## src/rtl/mp_pkg.sv

```systemverilog
package mp_pkg;
    typedef enum logic {PH_SYNC = 1'b0, PH_MAC = 1'b1} phase_e;

    localparam logic [1:0] PWR_D0 = 2'b00;
    localparam logic [1:0] PWR_D1 = 2'b01;
    localparam logic [7:0] SYNC_BYTE = 8'hFF;
endpackage

```

## src/rtl/mp_pwr_gate.sv

```systemverilog
module mp_pwr_gate (
    input  logic [1:0] pwr_i,
    input  logic       en_i,
    output logic       active_o
);
    always_comb begin
        active_o = (pwr_i == mp_pkg::PWR_D1) || ((pwr_i == mp_pkg::PWR_D0) && en_i);
    end
endmodule

```

## src/rtl/mp_seq_match.sv

```systemverilog
module mp_seq_match #(
    parameter int ADDR_BYTES = 12,
    parameter int SYNC_LEN   = 6,
    parameter int MAC_REPS   = 16,
    parameter int MAC_BYTES  = 6
) (
    input  logic                   clk,
    input  logic                   rst_n,
    input  logic                   act_i,
    input  logic                   vld_i,
    input  logic [7:0]             dat_i,
    input  logic                   sof_i,
    input  logic [8*MAC_BYTES-1:0] mac_i,
    output logic                   found_o
);
    import mp_pkg::*;

    localparam int PW = $clog2(ADDR_BYTES + 1);
    localparam int FW = $clog2(SYNC_LEN + 1);
    localparam int IW = $clog2(MAC_BYTES);
    localparam int RW = $clog2(MAC_REPS);
    localparam logic [PW-1:0] ADDR_LIM = PW'(ADDR_BYTES);
    localparam logic [FW-1:0] SYNC_FULL = FW'(SYNC_LEN);
    localparam logic [IW-1:0] IDX_LAST = IW'(MAC_BYTES - 1);
    localparam logic [RW-1:0] REP_LAST = RW'(MAC_REPS - 1);

    typedef struct packed {
        logic [PW-1:0] pos;
        phase_e        phase;
        logic [FW-1:0] ffc;
        logic [IW-1:0] idx;
        logic [RW-1:0] rep;
        logic          found;
    } st_t;

    st_t        st_d, st_q;
    logic [7:0] exp_b;
    logic [7:0] mac_first;

    always_comb begin
        exp_b = '0;
        for (int k = 0; k < MAC_BYTES; k++) begin
            if (IW'(k) == st_q.idx) exp_b = mac_i[8*(MAC_BYTES-1-k) +: 8];
        end
        mac_first = mac_i[8*MAC_BYTES-1 -: 8];
    end

    always_comb begin
        st_d = st_q;
        if (sof_i) begin
            st_d.pos   = vld_i ? PW'(1) : '0;
            st_d.phase = PH_SYNC;
            st_d.ffc   = '0;
            st_d.idx   = '0;
            st_d.rep   = '0;
            st_d.found = 1'b0;
        end else if (vld_i) begin
            if (st_q.pos < ADDR_LIM) begin
                st_d.pos = st_q.pos + 1'b1;
            end else if (act_i && !st_q.found) begin
                if (st_q.phase == PH_SYNC) begin
                    if (st_q.ffc == SYNC_FULL && dat_i == mac_first) begin
                        st_d.phase = PH_MAC;
                        st_d.ffc   = '0;
                        st_d.idx   = IW'(1);
                        st_d.rep   = '0;
                    end else if (dat_i == SYNC_BYTE) begin
                        if (st_q.ffc != SYNC_FULL) st_d.ffc = st_q.ffc + 1'b1;
                    end else begin
                        st_d.ffc = '0;
                    end
                end else if (dat_i == exp_b) begin
                    if (st_q.idx == IDX_LAST) begin
                        st_d.idx = '0;
                        if (st_q.rep == REP_LAST) begin
                            st_d.found = 1'b1;
                            st_d.phase = PH_SYNC;
                        end else begin
                            st_d.rep = st_q.rep + 1'b1;
                        end
                    end else begin
                        st_d.idx = st_q.idx + 1'b1;
                    end
                end else begin
                    st_d.phase = PH_SYNC;
                    st_d.idx   = '0;
                    st_d.rep   = '0;
                    st_d.ffc   = (dat_i == SYNC_BYTE) ? FW'(1) : '0;
                end
            end
        end
    end

    always_ff @(posedge clk or negedge rst_n) begin
        if (!rst_n) begin
            st_q <= '{pos: '0, phase: PH_SYNC, ffc: '0, idx: '0, rep: '0, found: 1'b0};
        end else begin
            st_q <= st_d;
        end
    end

    assign found_o = st_q.found;


    sof_reset_chk: assert property (@(posedge clk) disable iff (!rst_n)
        sof_i |=> !found_o);


    found_hold_chk: assert property (@(posedge clk) disable iff (!rst_n)
        (found_o && !sof_i) |=> found_o);


    addr_skip_chk: assert property (@(posedge clk) disable iff (!rst_n)
        (vld_i && !sof_i && st_q.pos < ADDR_LIM) |=> ($stable(st_q.ffc) && $stable(st_q.phase)));


    idx_range_chk: assert property (@(posedge clk) disable iff (!rst_n)
        st_q.idx <= IDX_LAST);
endmodule

```

## src/rtl/mp_wake_detect.sv

```systemverilog
module mp_wake_detect #(
    parameter int ADDR_BYTES = 12,
    parameter int SYNC_LEN   = 6,
    parameter int MAC_REPS   = 16,
    parameter int MAC_BYTES  = 6
) (
    input  logic                   clk,
    input  logic                   rst_n,
    input  logic                   byte_vld,
    input  logic [7:0]             byte_dat,
    input  logic                   sof,
    input  logic                   eof,
    input  logic                   crc_ok,
    input  logic [8*MAC_BYTES-1:0] station_mac,
    input  logic                   det_en,
    input  logic [1:0]             pwr_state,
    input  logic                   wake_clr,
    output logic                   wake_flag
);
    typedef struct packed {
        logic flag;
    } wk_t;

    logic active;
    logic found;
    logic wake_set;
    wk_t  wk_d, wk_q;

    mp_pwr_gate u_gate (
        .pwr_i    (pwr_state),
        .en_i     (det_en),
        .active_o (active)
    );

    mp_seq_match #(
        .ADDR_BYTES (ADDR_BYTES),
        .SYNC_LEN   (SYNC_LEN),
        .MAC_REPS   (MAC_REPS),
        .MAC_BYTES  (MAC_BYTES)
    ) u_match (
        .clk     (clk),
        .rst_n   (rst_n),
        .act_i   (active),
        .vld_i   (byte_vld),
        .dat_i   (byte_dat),
        .sof_i   (sof),
        .mac_i   (station_mac),
        .found_o (found)
    );

    always_comb begin
        wake_set = eof && crc_ok && found && active;
        wk_d = wk_q;
        if (wake_clr) wk_d.flag = 1'b0;
        if (wake_set) wk_d.flag = 1'b1;
    end

    always_ff @(posedge clk or negedge rst_n) begin
        if (!rst_n) wk_q <= '{flag: 1'b0};
        else        wk_q <= wk_d;
    end

    assign wake_flag = wk_q.flag;


    rise_needs_crc_chk: assert property (@(posedge clk) disable iff (!rst_n)
        $rose(wake_flag) |-> $past(eof && crc_ok));


    rise_needs_power_chk: assert property (@(posedge clk) disable iff (!rst_n)
        $rose(wake_flag) |-> $past(pwr_state == 2'b01 || (pwr_state == 2'b00 && det_en)));


    fall_needs_clr_chk: assert property (@(posedge clk) disable iff (!rst_n)
        $fell(wake_flag) |-> $past(wake_clr));
endmodule

```

## config.mk

```make
export PLATFORM = sky130hd
export DESIGN_NAME = mp_wake_detect
export DESIGN_NICKNAME = d
export VERILOG_FILES = /design/src/rtl/mp_pkg.sv /design/src/rtl/mp_pwr_gate.sv /design/src/rtl/mp_seq_match.sv /design/src/rtl/mp_wake_detect.sv
export SDC_FILE = /design/constraint.sdc
export NUM_CORES = 1
export LEC_CHECK = 0
export CORE_MARGIN = 5
export CORE_UTILIZATION = 25
export CTS_CLUSTER_DIAMETER = 100
export CTS_CLUSTER_SIZE = 20
export DETAILED_ROUTE_END_ITERATION = 8
export RECOVER_POWER = 50
export SKIP_CTS_REPAIR_TIMING = 1
export SLEW_MARGIN = 25
export SYNTH_ARGS = -nofsm -noshare
export SYNTH_HDL_FRONTEND = slang
export SYNTH_SLANG_ARGS = --single-unit
```

## constraint.sdc

```tcl
create_clock -name clk -period 3.2 [get_ports clk]
set_input_delay 0.32 -clock clk [delete_from_list [all_inputs] [get_ports clk]]
set_output_delay 0.32 -clock clk [all_outputs]
set_load 0.005 [all_outputs]
```

==> results of run 1 <==
==> area by class of cell <==
| type | count | share of cell area |
|---|---|---|
| clock buffers | 4 | 0.0168 |
| inverters | 11 | 0.0154 |
| multi-input cells | 183 | 0.496 |
| flip-flops and latches | 17 | 0.159 |
| well taps | 99 | 0.0463 |
| repair buffers | 73 | 0.266 |
==> cell families (layout without fill, tap and decap cells) <==
group,after synthesis,in the layout
multiplexers,19,19
adder cells (fa/ha/maj),5,5
AO/OA/AOI/OAI,56,56
XOR/XNOR,14,14
flip-flops,17,17
buffers and inverters,25,88
AND/OR/NAND/NOR,89,89
==> synthesized netlist by cell type (all sizes together), types with 2 or more instances <==
| cell | instances | share of area |
|---|---|---|
| nor2 | 21 | 0.042 |
| nand2 | 18 | 0.036 |
| dfrtp | 17 | 0.23 |
| mux2i | 14 | 0.075 |
| xor2 | 12 | 0.056 |
| inv | 11 | 0.022 |
| o21ai | 11 | 0.029 |
| a21oi | 9 | 0.024 |
| nor2b | 8 | 0.027 |
| nor3 | 8 | 0.024 |
| buf | 7 | 0.030 |
| clkbuf | 7 | 0.014 |
| nand3 | 6 | 0.016 |
| ha | 5 | 0.033 |
| mux2 | 5 | 0.030 |
| nand2b | 5 | 0.017 |
| a31oi | 4 | 0.013 |
| a32oi | 4 | 0.019 |
| nand4 | 4 | 0.013 |
| o22ai | 4 | 0.013 |
| o311ai | 4 | 0.019 |
| or3b | 4 | 0.019 |
| a221oi | 3 | 0.021 |
| a2111o | 2 | 0.012 |
| and2 | 2 | 0.0067 |
| nand3b | 2 | 0.0080 |
| nor3b | 2 | 0.013 |
| o211ai | 2 | 0.011 |
| o221ai | 2 | 0.0093 |
| o31ai | 2 | 0.0080 |
| o41ai | 2 | 0.017 |
| xnor2 | 2 | 0.0093 |
==> registers in the layout, indices dropped and copies added (netlist names) <==
| register | cells |
|---|---|
| u_match.found_o | 1 |
| wake_flag | 1 |
| u_match.st_q | 15 |
==> power groups by stage <==
| stage | sequential [mW] | combinational [mW] | clock [mW] |
|---|---|---|---|
| CTS | 0.221 | 0.164 | 0.169 |
| global placement | 0.225 | 0.163 | 0 |
| finish | 0.221 | 0.162 | 0.162 |
| floorplan | 0.224 | 0.0588 | 0 |
| global route | 0.221 | 0.177 | 0.181 |
| detailed placement | 0.225 | 0.164 | 0 |
==> worst max-delay path: stages, from the launching register on <==
cell and delay (ps):
dfrtp_1 570, inv_1 120, ha_2 240, nor2b_1 160, o221ai_1 160, o221ai_1 190, a2111oi_4 320, o211ai_2 170
nor3_2 160, buf_4 190, nand2b_1 150, o41ai_2 300
==> how the worst max path moves through the flow <==
stage | from | end | slack [ps] | depth (start not counted)
final | u_match.st_q[7] | u_match.st_q[4] | 360 | 11
after global routing | u_match.st_q[7] | u_match.st_q[4] | 100 | 11
after CTS | u_match.st_q[7] | u_match.st_q[4] | 290 | 11
after detailed placement | u_match.st_q[7] | u_match.st_q[4] | 320 | 11
after global placement | u_match.st_q[7] | u_match.st_q[8] | 380 | 11
after floorplan | u_match.st_q[5] | u_match.st_q[8] | 40 | 15
==> metal layers <==
metal  vias to the layer above  track usage  share of wire
li1                        965            -              -
met1                       908        0.139           0.43
met2                        34        0.223           0.54
met3                         2       0.0209          0.025
met4                         0       0.0151         0.0063
met5                         -            0              0
==> through the flow <==
step	hold WS [ps]	worst slack (ps)
3_5_place_dp	510	322
6_report	521	359
5_1_grt	542	101
2_1_floorplan	24.4	43.5
4_1_cts	523	289
3_3_place_gp	499	380
==> impl_metrics.env, run 1 <==
export IMPL_status="finished clean"
export IMPL_layout_common_cells="clkdlybuf4s50_1 (63), nor2_1 (21), nand2_1 (18), dfrtp_1 (17), mux2i_1 (14)"
export IMPL_ctsHtreeMaxLevel=1
export IMPL_tightestPinTransition_ps=836
export IMPL_startpoint_type="register"
export IMPL_synthFlopType="dfrtp_1"
export IMPL_synth_xor_area_share=0.0654
export IMPL_p_switching_uw=137
export IMPL_required_ps=3350
export IMPL_syn2layout_area_growth_pct=42.8
export IMPL_skew_ps=1.47
export IMPL_design_area_sq_um=2680
export IMPL_syn_area_sq_um=1880
export IMPL_synth_edf_count=0
export IMPL_cts_tree="done"
export IMPL_reg2reg_depth=11
export IMPL_p_leak_nw=0.974
export IMPL_synthMuxAreaShare=0.105
export IMPL_yosysSeqAreaShare=0.227
export IMPL_grt_pass1_vias=1947
export IMPL_max_cap_viol_count=0
export IMPL_grt_use_total=0.117
export IMPL_r2r_end="u_match.st_q[4]"
export IMPL_insertion_delay_ps=250
export IMPL_synthDistinctLibCells=55
export IMPL_p_total_uw=545
export IMPL_cp_data_arrival_time_ps=2990
export IMPL_setup_tns_final_ps=0
export IMPL_num_antenna_cells=0
export IMPL_max_freq_ghz=0.352
export IMPL_internal_power_uw=408
export IMPL_grt_pass1_wl_microns=9410
export IMPL_wirelength_microns=5550
export IMPL_layout_drive_gt1_share=0.0903
export IMPL_cp_max_fo=13
export IMPL_cts_sinks=17
export IMPL_dp_hpwl_microns=4470
export IMPL_dieHeight_microns=96.6
export IMPL_grt_max_degree=28
export IMPL_slew_violations=0
export IMPL_antenna_found_initial=0
export IMPL_die_area_sq_um=9330
export IMPL_multi_input_area_sq_um=1330
export IMPL_initial_core_util=0.257
export IMPL_finalHoldViolCount=0
export IMPL_post_route_period_util=0.888
export IMPL_final_antenna_net_count=0
export IMPL_synth_top_family_by_area="simple AND/OR/NAND/NOR gates"
export IMPL_ir_drop_v=0.000124
export IMPL_die_x_microns=96.6
export IMPL_numCtsBuffers=3
export IMPL_regToRegStartpoint="u_match.st_q[7]"
export IMPL_place_area_sq_um=2630
export IMPL_rsz0062_at_grt="false"
export IMPL_placementRows=31
export IMPL_routed_via_density=4.93
export IMPL_drc=0
export IMPL_critPathKind="register to register"
export IMPL_io_pins=67
export IMPL_overflow=0
export IMPL_hp_start="u_match.st_q[1]"
export IMPL_synth_seq_cells=17
export IMPL_regArea_sq_um=425
export IMPL_via_count=1909
export IMPL_stdcell_count=387
export IMPL_clkPwrFrac=0.298
export IMPL_syn_num_nets=296
export IMPL_worst_setup_path_end_kind="register"
export IMPL_period_needed_ps=2840
export IMPL_synth_simple_area_share=0.260
export IMPL_yosysWarnings=0
export IMPL_path_clk_slew_ps=70
export IMPL_post_route_util=0.367
export IMPL_slew_headroom=0.441
export IMPL_setup_violations=0
export IMPL_io_buffers=66
export IMPL_final_common_cell="clkdlybuf4s50_1"
export IMPL_switching_share=0.251
export IMPL_wl_per_cell_microns=14.3
export IMPL_hold_depth=1
export IMPL_fillers=779
export IMPL_min_to="u_match.st_q[1]"
export IMPL_hold_path_class="register to register"
export IMPL_drtPass1Iterations=4
export IMPL_cts_root_buffer="clkbuf_8"
export IMPL_synth_async_reset_ratio=1.00
export IMPL_cts_path_max_buffers=2
export IMPL_core_sq_um=7290
export IMPL_r2r_slack_ps=360
export IMPL_dp_cells=383
export IMPL_place_congestion=0.811
export IMPL_pwr_density_cell_nw_per_um2=204
export IMPL_avgSynthCellArea_sq_um=8.34
export IMPL_synthAdderAreaFrac=0.0334
export IMPL_synthCells=225
export IMPL_drtIter0Drc=75
export IMPL_pwr_share_seq=0.406
export IMPL_final_nets=360
export IMPL_synth_compound_area_frac=0.243
export IMPL_comb_power_share=0.296
Note: power is estimated with default switching activity, not from simulation.
==> run 2: changes to the inputs <==
HOLD_SLACK_MARGIN = 0.06   (was unset)
==> results of run 2 <==
Final layout, timing and power as in run 1 (identical DEF).
